<file path="src/rtl/cmp_status_pkg.sv">
// Package: shared types and field layout for the comparator status capture block.
// Assumes two comparators and an 8-bit status byte unless the top overrides them.
package cmp_status_pkg;

    // Trigger source selected by the configuration bit
    typedef enum logic {
        TRIG_FAULT = 1'b0,
        TRIG_READY = 1'b1
    } trig_src_e;

    localparam int NUM_TRIG = 2;

endpackage

</file>
<file path="src/rtl/cmp_sync.sv">
// Module: multi-stage synchronizer for a vector of asynchronous inputs.
// Assumes each bit is independent. Reset loads a chosen idle value so that no
// false edge is seen downstream when reset is released.
module cmp_sync #(
    parameter int           WIDTH   = 1,
    parameter int           STAGES  = 2,
    parameter logic [WIDTH-1:0] RST_VAL = '0
) (
    input  logic             clk,
    input  logic             rst_n,
    input  logic [WIDTH-1:0] d_async,
    output logic [WIDTH-1:0] q_sync
);

    logic [WIDTH-1:0] stage_q [STAGES];

    // Shift the input through the synchronizer chain
    always_ff @(posedge clk) begin
        if (!rst_n) begin
            for (int i = 0; i < STAGES; i++) stage_q[i] <= RST_VAL;
        end else begin
            stage_q[0] <= d_async;
            for (int i = 1; i < STAGES; i++) stage_q[i] <= stage_q[i-1];
        end
    end

    assign q_sync = stage_q[STAGES-1];

endmodule

</file>
<file path="src/rtl/cmp_trig_detect.sv">
// Module: detects the activation edge of each trigger source and forwards the
// edge of the selected source as a one-cycle capture pulse.
// Assumes the inputs are already synchronized and active high.
module cmp_trig_detect
    import cmp_status_pkg::*;
#(
    parameter int N_SRC = NUM_TRIG
) (
    input  logic             clk,
    input  logic             rst_n,
    input  logic [N_SRC-1:0] trig_act,
    input  logic             sel,
    output logic             cap_pulse
);

    logic [N_SRC-1:0] prev_q;
    logic [N_SRC-1:0] rise;

    // Remember the previous level of every source
    always_ff @(posedge clk) begin
        if (!rst_n) prev_q <= '0;
        else        prev_q <= trig_act;
    end

    // One rising-edge detector per source
    for (genvar g = 0; g < N_SRC; g++) begin : g_edge
        assign rise[g] = trig_act[g] & ~prev_q[g];
    end

    // Route the selected source's edge to the capture pulse
    always_comb begin
        cap_pulse = rise[sel];
    end

endmodule

</file>
<file path="src/rtl/cmp_status_reg.sv">
// Module: status byte with live comparator bits and captured copies.
// A capture loads the live bits. A clear applies write-one-to-clear to the captured
// field only, and a capture on the same edge takes priority over the clear.
module cmp_status_reg #(
    parameter int N_CMP  = 2,
    parameter int DATA_W = 8
) (
    input  logic              clk,
    input  logic              rst_n,
    input  logic [N_CMP-1:0]  live,
    input  logic              cap_pulse,
    input  logic              clr_stb,
    input  logic [DATA_W-1:0] clr_mask,
    output logic [DATA_W-1:0] status
);

    localparam int LAT_LO = N_CMP;
    localparam int LAT_HI = 2 * N_CMP - 1;
    localparam logic [DATA_W-1:0] LAT_FIELD = {{(DATA_W-N_CMP){1'b0}}, {N_CMP{1'b1}}} << LAT_LO;

    logic [N_CMP-1:0] lat_q;
    logic             unused_mask_bits;

    // Capture on the selected event, otherwise apply the write-one-to-clear
    always_ff @(posedge clk) begin
        if (!rst_n)         lat_q <= '0;
        else if (cap_pulse) lat_q <= live;
        else if (clr_stb)   lat_q <= lat_q & ~clr_mask[LAT_HI:LAT_LO];
    end

    // Mask bits outside the captured field have no function
    assign unused_mask_bits = ^(clr_mask & ~LAT_FIELD);

    // Assemble the readable byte; the upper bits are constant zero
    always_comb begin
        status                = '0;
        status[N_CMP-1:0]     = live;
        status[LAT_HI:LAT_LO] = lat_q;
    end

endmodule

</file>
<file path="src/rtl/cmp_status_latch.sv">
// Module (top): comparator fault status with trigger-selected capture.
// Synchronizes the comparator, fault and ready inputs, picks the capture trigger
// and drives the ready line only while that line is not used as a trigger.
// Assumes fault_n is active low and that the ready line idles high.
module cmp_status_latch
    import cmp_status_pkg::*;
#(
    parameter int N_CMP       = 2,
    parameter int DATA_W      = 8,
    parameter int SYNC_STAGES = 2
) (
    input  logic              clk,
    input  logic              rst_n,
    input  logic [N_CMP-1:0]  cmp_raw,
    input  logic              evt_sel,
    input  logic              fault_n,
    input  logic              rdy_in,
    input  logic              at_setpoint,
    input  logic              clr_stb,
    input  logic [DATA_W-1:0] clr_mask,
    output logic [DATA_W-1:0] status,
    output logic              rdy_out,
    output logic              rdy_oe
);

    logic [N_CMP-1:0]    cmp_sy;
    logic [1:0]          pin_sy;
    logic [NUM_TRIG-1:0] trig_act;
    logic                cap_pulse;
    trig_src_e           src;

    // Comparator inputs: idle value is "no fault"
    cmp_sync #(.WIDTH(N_CMP), .STAGES(SYNC_STAGES), .RST_VAL('0)) u_cmp_sync (
        .clk    (clk),
        .rst_n  (rst_n),
        .d_async(cmp_raw),
        .q_sync (cmp_sy)
    );

    // Fault and ready pins: both idle high
    cmp_sync #(.WIDTH(2), .STAGES(SYNC_STAGES), .RST_VAL(2'b11)) u_pin_sync (
        .clk    (clk),
        .rst_n  (rst_n),
        .d_async({rdy_in, fault_n}),
        .q_sync (pin_sy)
    );

    // Convert both triggers to active-high levels, indexed by trigger source
    always_comb begin
        src                  = trig_src_e'(evt_sel);
        trig_act[TRIG_FAULT] = ~pin_sy[0];
        trig_act[TRIG_READY] = ~pin_sy[1];
    end

    cmp_trig_detect #(.N_SRC(NUM_TRIG)) u_trig (
        .clk      (clk),
        .rst_n    (rst_n),
        .trig_act (trig_act),
        .sel      (evt_sel),
        .cap_pulse(cap_pulse)
    );

    cmp_status_reg #(.N_CMP(N_CMP), .DATA_W(DATA_W)) u_reg (
        .clk      (clk),
        .rst_n    (rst_n),
        .live     (cmp_sy),
        .cap_pulse(cap_pulse),
        .clr_stb  (clr_stb),
        .clr_mask (clr_mask),
        .status   (status)
    );

    // Ready driver: enabled only while the line is not a trigger input
    always_comb begin
        rdy_oe  = (src == TRIG_FAULT);
        rdy_out = at_setpoint;
    end

endmodule

</file>
<file path="config.mk">
export PLATFORM = sky130hd
export DESIGN_NAME = cmp_status_latch
export DESIGN_NICKNAME = d
export VERILOG_FILES = /design/src/rtl/cmp_status_pkg.sv /design/src/rtl/cmp_sync.sv /design/src/rtl/cmp_trig_detect.sv /design/src/rtl/cmp_status_reg.sv /design/src/rtl/cmp_status_latch.sv
export SDC_FILE = /design/constraint.sdc
export NUM_CORES = 1
export LEC_CHECK = 0
export BUFFER_PORTS_ARGS = -buffer_cell sky130_fd_sc_hd__buf_2
export CORE_AREA = 8 8 45 47
export CTS_CLUSTER_SIZE = 12
export DETAILED_ROUTE_END_ITERATION = 6
export DIE_AREA = 0 0 53 55
export GPL_TIMING_DRIVEN = 0
export HOLD_SLACK_MARGIN = 0.02
export PLACE_DENSITY = 0.64
export SYNTH_ARGS = -nofsm -noshare
export SYNTH_HDL_FRONTEND = slang
export SYNTH_HIERARCHICAL = 1
export SYNTH_SLANG_ARGS = --single-unit
</file>
<file path="constraint.sdc">
create_clock -name clk -period 1.18 [get_ports clk]
set_input_delay 0.059 -clock clk [delete_from_list [all_inputs] [get_ports clk]]
set_output_delay 0.059 -clock clk [all_outputs]
set_load 0.005 [all_outputs]
</file>
# Word level (Yosys, flattened, before mapping)
# Memory sizes are Yosys's and may differ from the RTL's.
# Cells that the tools add are included.
[classes] eq_ne=0 n_addsub=0 n_reduce_logical=1 n_div=0 mul=0 n_shift=0 order_cmp=1 n_bitwise=13 mux=10
[ops] cell="$mux 2" count=6
[ops] cell="$not 1->1" count=5
[ops] cell="$mux 1" count=4
[ops] cell="$or 1x1->1" count=4
[ops] cell="$and 1x1->1" count=2
[ops] cell="$and 2x2->2" count=1
[ops] cell="$lt 1x2->1 const B" count=1
[ops] cell="$not 2->2" count=1
[ops] cell="$reduce_bool 2->1" count=1
[word_totals] output_inout_bits=10 mem_bits_ro=0 latchBits=0 ramBits=8 mem_count=2 word_cells=29 reg_bits=4
[memory_table] name="u_cmp_sync.stage_q" words=2 word_bits=2 rd=2 rd_ports_with_merged_regs=0 write_ports=2 line_no="cmp_sync.sv:15" rtl="logic [WIDTH-1:0] stage_q [STAGES];"
[memory_table] name="u_pin_sync.stage_q" words=2 word_bits=2 rd=2 rd_ports_with_merged_regs=0 write_ports=2 line_no="cmp_sync.sv:15"

# Longest topological paths before layout
# Gate-level depths: netlist (run 1).
# An unclocked memory read counts as a cell.
[logic_depth] word_depth=6 mapped_depth=6 ltp_nobuf=5

# Hierarchy
# The synthesis (run 1) kept the hierarchy.
[by_module_without_submodules] mod="cmp_sync" instances=2 cells_each=10 area_per_inst_um2=120.1
[by_module_without_submodules] mod="cmp_status_reg" instances=1 cells_each=17 area_per_inst_um2=133.9
[by_module_without_submodules] mod="cmp_trig_detect" instances=1 cells_each=7 area_per_inst_um2=77.6
[by_module_without_submodules] mod="cmp_status_latch" instances=1 cells_each=4 area_per_inst_um2=18.8

# Worst setup path before layout (run 1)
# No wires, ideal clock.
[synth_path] kind="reg-to-reg" from="memory u_pin_sync.stage_q[1][0], in the netlist u_pin_sync/stage_q[0][2]" to="register u_reg.lat_q[0]" arrival_ns=0.958 setup_ns=0.117 n_path_buf=1 path_slack_ns=0.106 stages_incl_launch_ff=7 path_cell_list="dfxtp_1 -> buf_4 -> inv_1 -> inv_1 -> o32ai_2 -> nand3b_1 -> a21boi_1"
[synth_rtl] element="from (decl)" line_no="cmp_sync.sv:15"
[synth_rtl] element="to (signal assigned)" line_no="cmp_status_reg.sv:27" rtl="else if (cap_pulse) lat_q <= live;"
[synth_rtl] element="to (signal assigned)" line_no="cmp_status_reg.sv:28" rtl="else if (clr_stb) lat_q <= lat_q & ~clr_mask[LAT_HI:LAT_LO];"
[synth_rtl] element="to (decl)" line_no="cmp_status_reg.sv:21" rtl="logic [N_CMP-1:0] lat_q;"

==> impl_metrics.py, run 1 <==
metrics = {
    "run_status": {
        "status": "complete, no violations",
    },
    "sta": {
        "rsz0062_at_grt": "false",
        "hold_viol_final": 0,
        "setup_viol": 0,
        "fin_crit_ns": 1.06,
        "setup_tns_ns": 0,
        "fmax_mhz": 944,
        "whs_ns": 0.0548,
        "slew_viol_final": 0,
        "timing.final.crit_share": 0.898,
        "clock_skew_ns": 0.00391,
    },
    "finish": {
        "final_common_cell": "buf_2",
        "fin_util": 0.480,
        "final_area_um2": 664,
        "antenna_cells": 0,
        "final_layout_size_suffix_gt1_frac": 0.432,
        "synthToLayoutAreaGrowth_pct": 41.2,
        "instances_no_fill": 90,
        "final_nets": 92,
        "final_cell_mix": "buf_2 (15), dfxtp_1 (12), buf_4 (11), and2_1 (5), nand2_1 (5)",
    },
    "min_path": {
        "holdPathStages": 2,
        "hold_start": "rst_n",
        "holdCritPathClass": "in -> reg",
    },
    "synthesis": {
        "synth_top_cell_area_share": 0.511,
        "yosys_warnings": 6,
        "netlist_area_um2": 470,
        "syn_inst": 48,
        "synth-seq-area-share": 0.511,
        "synth.area.top_cells": "dfxtp_1 (51%), buf_4 (18%), and2_1 (6.6%), nand2b_1 (5.3%), nand2_1 (4.0%)",
        "synth_seq_cells": 12,
        "yosysUniqueCellTypes": 11,
        "synth.avg_cell_area_um2": 9.80,
        "netlist.top_cell.by_area": "dfxtp_1",
    },
    "grt": {
        "grt_overflow": 0,
        "antenna_found_initial": 0,
        "gr-usage-all-layers": 0.0652,
        "grt_max_degree": 13,
        "grt_pass1_wl_um": 1320,
        "grt_pass1_vias": 344,
    },
    "placed_design": {
        "globalplace.congestion": 0.599,
        "placed_area_um2": 577,
        "dp_hpwl_um": 557,
        "placed_cells": 82,
        "portBuffers": 15,
    },
    "worst_setup_path": {
        "crit_start": "u_pin_sync/stage_q[0][2]",
        "critPathKind": "reg -> reg",
        "r2r_start": "u_pin_sync/stage_q[0][2]",
        "cp.depth": 6,
        "crit_fanout": 4,
        "reg2reg_depth": 6,
        "r2r_slack_ns": 0.12,
        "crit_top_cell": "inv_1",
        "crit_arrival_ns": 1.23,
        "crit_path_start_kind": "flop",
        "crit_end": "u_reg/lat_q[0]",
        "crit_chain": "buf_4 -> inv_1 -> inv_1 -> o32ai_4 -> nand3b_1 -> a21boi_1",
        "rr_endpoint": "u_reg/lat_q[0]",
        "cpMaxStageDelayCell": "dfxtp_1",
        "max_stage_delay_ns": 0.30,
        "cpLargestDelayFamily": "flip-flops",
        "crit_buf_inv": 3,
        "crit_required_ns": 1.35,
        "end_kind": "flop",
    },
    "die": {
        "pin_count": 27,
        "fp.dieW_um": 53,
        "die_height_um": 55,
        "initial_core_util": 0.340,
        "die-area_um2": 2920,
        "core_area_um2": 1380,
        "row_count": 14,
    },
    "route": {
        "avgRoutedWirePerCell_um": 8.68,
        "dr.pass1.iters": 2,
        "drc": 0,
        "drt_iter0_drc": 5,
        "routed_wl_um": 781,
        "ant_nets": 0,
        "viasPerCell": 3.77,
        "vias": 339,
    },
    "cts": {
        "clk_pin_slew_ns": 0.07,
        "post-cts-setup-buffers": 0,
        "clk_latency_ns": 0.27,
        "cts_root_buffer": "clkbuf_4",
        "cts_made_buffers": 3,
        "cts_sinks": 12,
        "ctsLongestPathBuffers": 2,
        "cts_tree": "yes",
        "cts.htree.levels": 1,
    },
    "job": {
        "cap_violations": 0,
    },
    "power_and_ir_drop": {
        "leakage_nw": 0.340,
        "vdd_drop_max_uv": 780,
        "power.density_nw_per_um2": 1240,
    },
}
[logic make-up (layout without fill, tap and decap cells)]
family                 Yosys count  after routing  share of synthesized area
buffers and inverters           15             38                      0.207
AOI/OAI and AO/OA                3              3                     0.0665
DFF                             12             12                      0.511
and+or+nand+nor                 17             17                      0.207
other                            1              4                    0.00797
[synthesized netlist by cell type]
library cell / number
nand3b_1: 2
inv_1: 4
o32ai_2: 1
buf_4: 11
dfxtp_1: 12
nand2_1: 5
a21boi_1: 2
conb_1: 1
nand2b_1: 4
and2_1: 5
and2_2: 1
[worst min-delay path by stage]
stage,endpoint
2_1_floorplan,u_pin_sync/stage_q[0][0]
3_3_place_gp,u_pin_sync/stage_q[0][1]
3_5_place_dp,u_pin_sync/stage_q[0][1]
4_1_cts,u_pin_sync/stage_q[0][1]
5_1_grt,u_pin_sync/stage_q[0][1]
6_report,u_pin_sync/stage_q[0][2]
[metrics by stage]
step | power (mW) | setup slack (ns)
finish | 0.827 | 0.121
global route | 0.870 | 0.0181
CTS | 0.842 | 0.0139
detailed placement | 0.507 | 0.0165
global placement | 0.506 | 0.0255
floorplan | 0.478 | 0.106
[final cells by class]
type	count	area [um2]
Multi-Input combinational cell	24	155
Clock buffer	4	36.3
Timing Repair Buffer	19	115
Buffer	11	82.6
Sequential cell	12	240
Tap cell	16	20.0
Fill cell	133	719
Inverter	4	15.0
[per-layer routing]
layer / global-route usage / vias to the layer above / part of all wire
met1: 0.0537 / 134 / 0.34
li1: - / 184 / -
met4: 0.0388 / 0 / 0.010
met3: 0.0615 / 2 / 0.20
met2: 0.102 / 19 / 0.45
met5: 0 / - / 0
[registers in the layout, indices dropped and copies added (netlist names)]
register	count
u_reg/lat_q	2
u_pin_sync/stage_q	4
u_cmp_sync/stage_q	4
u_trig/prev_q	2
[what timing repair did]
item	in CTS	in global routing
hold endpoints to repair	4	0
hold buffers	4	0
gates resized for setup	0	1
endpoints found under the setup margin	0	2
[power breakdown]
group | switching, mW | internal, mW
Combinational | 0.0300 | 0.0571
Clock | 0.129 | 0.188
Sequential | 0.00375 | 0.420
Total | 0.163 | 0.665
No activity file was read; power rests on OpenSTA's default activity.
==> run 2, diff against run 1 <==
--- a/config.mk
+++ b/config.mk
@@ -13,6 +13,7 @@
 export GPL_TIMING_DRIVEN = 0
 export HOLD_SLACK_MARGIN = 0.02
 export PLACE_DENSITY = 0.64
+export SETUP_SLACK_MARGIN = 0.4
 export SYNTH_ARGS = -nofsm -noshare
 export SYNTH_HDL_FRONTEND = slang
 export SYNTH_HIERARCHICAL = 1
==> impl_metrics.py, run 2 (synthesis results as in run 1) <==
metrics = {
    "finish": {
        "synthToLayoutAreaGrowth_pct": 48.7,
        "final_common_cell": "buf_2",
        "final_cell_mix": "buf_2 (12), dfxtp_1 (11), buf_4 (7), buf_6 (7)",
        "final_nets": 92,
        "final_layout_size_suffix_gt1_frac": 0.473,
        "n_fill_cell": 132,
        "antenna_cells": 0,
        "largestRegisters": "u_cmp_sync/stage_q: 4 flops, u_pin_sync/stage_q: 4 flops",
        "final_area_um2": 699,
    },
    "min_path": {
        "holdPathStages": 2,
        "holdCritPathClass": "in -> reg",
        "hold_start": "rst_n",
    },
    "sta": {
        "clock_skew_ns": 0.00715,
        "fmax_mhz": 962,
        "slew_viol_final": 0,
        "setup_ws_ns": 0.141,
        "hold_viol_final": 0,
        "setup_tns_ns": 0,
        "timing.final.crit_share": 0.881,
        "rsz0062_at_grt": "true",
        "setup_viol": 0,
        "fin_crit_ns": 1.04,
    },
    "power_and_ir_drop": {
        "power_mw": 0.841,
        "vdd_drop_max_uv": 798,
        "p_int_mw": 0.671,
        "p_seq_frac": 0.505,
        "sw_frac_of_total": 0.202,
        "leakage_nw": 0.344,
        "switching_power_mw": 0.170,
        "power.density_nw_per_um2": 1200,
        "combPwrFrac": 0.114,
        "pwr-share-clk": 0.381,
    },
    "route": {
        "viasPerCell": 3.71,
        "ant_nets": 0,
        "vias": 334,
        "dr.pass1.iters": 2,
        "avgRoutedWirePerCell_um": 9.01,
        "drc": 0,
        "routed_wl_um": 811,
        "drt_iter0_drc": 3,
    },
    "cts": {
        "cts_sinks": 12,
        "clk_pin_slew_ns": 0.08,
        "cts_tree": "yes",
        "cts.htree.levels": 1,
        "ctsLongestPathBuffers": 2,
        "cts_made_buffers": 3,
        "post-cts-setup-buffers": 0,
        "clk_latency_ns": 0.27,
        "cts_root_buffer": "clkbuf_4",
    },
    "placed_design": {
        "globalplace.congestion": 0.634,
        "pre_cts_ws_ns": 0.0850,
        "dp_hpwl_um": 562,
        "portBuffers": 15,
        "placed_area_um2": 577,
    },
    "die": {
        "initial_core_util": 0.340,
        "row_count": 14,
        "die-area_um2": 2920,
        "pin_count": 27,
        "fp.dieW_um": 53,
        "die_height_um": 55,
        "core_area_um2": 1380,
    },
    "worst_setup_path": {
        "crit_required_ns": 1.35,
        "end_kind": "flop",
        "r2r_start": "u_pin_sync/stage_q[0][2]",
        "r2r_slack_ns": 0.14,
        "crit_start": "u_pin_sync/stage_q[0][2]",
        "crit_fanout": 4,
        "crit_arrival_ns": 1.21,
        "crit_path_start_kind": "flop",
        "reg2reg_depth": 6,
        "critPathKind": "reg -> reg",
    },
    "job": {
        "cap_violations": 0,
    },
    "run_status": {
        "status": "complete, no violations",
    },
    "grt": {
        "antenna_found_initial": 0,
        "grt_overflow": 0,
        "gr-usage-all-layers": 0.0571,
        "grt_pass1_wl_um": 1190,
        "grt_pass1_vias": 301,
        "grt_max_degree": 13,
    },
}
run 2: repair_timing:
action | in CTS | in global routing
endpoints found under the hold margin | 4 | 0
gates resized for setup | 8 | 2
endpoints found under the setup margin | 6 | 6
hold buffers | 4 | 0
cloned | 0 | 0
pin swaps | 0 | 0
run 2: cell type report:
type,instances,area (um2),area share
Sequential cell,12,241,0.345
Multi-Input combinational cell,24,155,0.222
Timing Repair Buffer,19,134,0.191
Buffer,11,97.6,0.140
Clock buffer,4,36.3,0.0519
Tap cell,16,20.0,0.0286
Inverter,4,15.0,0.0215
run 2: metrics by stage:
step | cells | util | hold slack, ns
after floorplan | 51 | - | 0.132
after global placement | 82 | 0.417 | 0.239
after detailed placement | 82 | 0.417 | 0.243
after CTS | 90 | 0.500 | 0.0541
after global routing | 90 | 0.505 | 0.0622
final | 90 | 0.505 | 0.0590
run 2: path summary, 6_finish.rpt:
kind,endpoint
max,u_reg/lat_q[0]
min reg2reg,u_pin_sync/stage_q[0][3]
max reg2reg,u_reg/lat_q[0]
min,u_pin_sync/stage_q[0][3]
run 2: per-layer routing:
metal  vias to the layer above  global-route usage  share of wire
met2                        17              0.0840           0.45
met1                       132              0.0602           0.38
met4                         0              0.0517          0.017
met5                         -                   0              0
li1                        183                   -              -
met3                         2              0.0267           0.15
run 2: critical path, stage by stage (launching register included):
cell,delay [ns]
dfxtp_1,0.30
buf_4,0.12
inv_2,0.05
inv_2,0.04
o32ai_4,0.24
nand3b_1,0.15
a21boi_1,0.06
run 2: power by group through the flow:
stage / logic, mW / registers, mW / clock network, mW
floorplan: 0.0464 / 0.432 / 0
detailed placement: 0.0752 / 0.433 / 0
finish: 0.0960 / 0.424 / 0.320
CTS: 0.0957 / 0.424 / 0.337
global placement: 0.0737 / 0.432 / 0
global route: 0.106 / 0.426 / 0.362
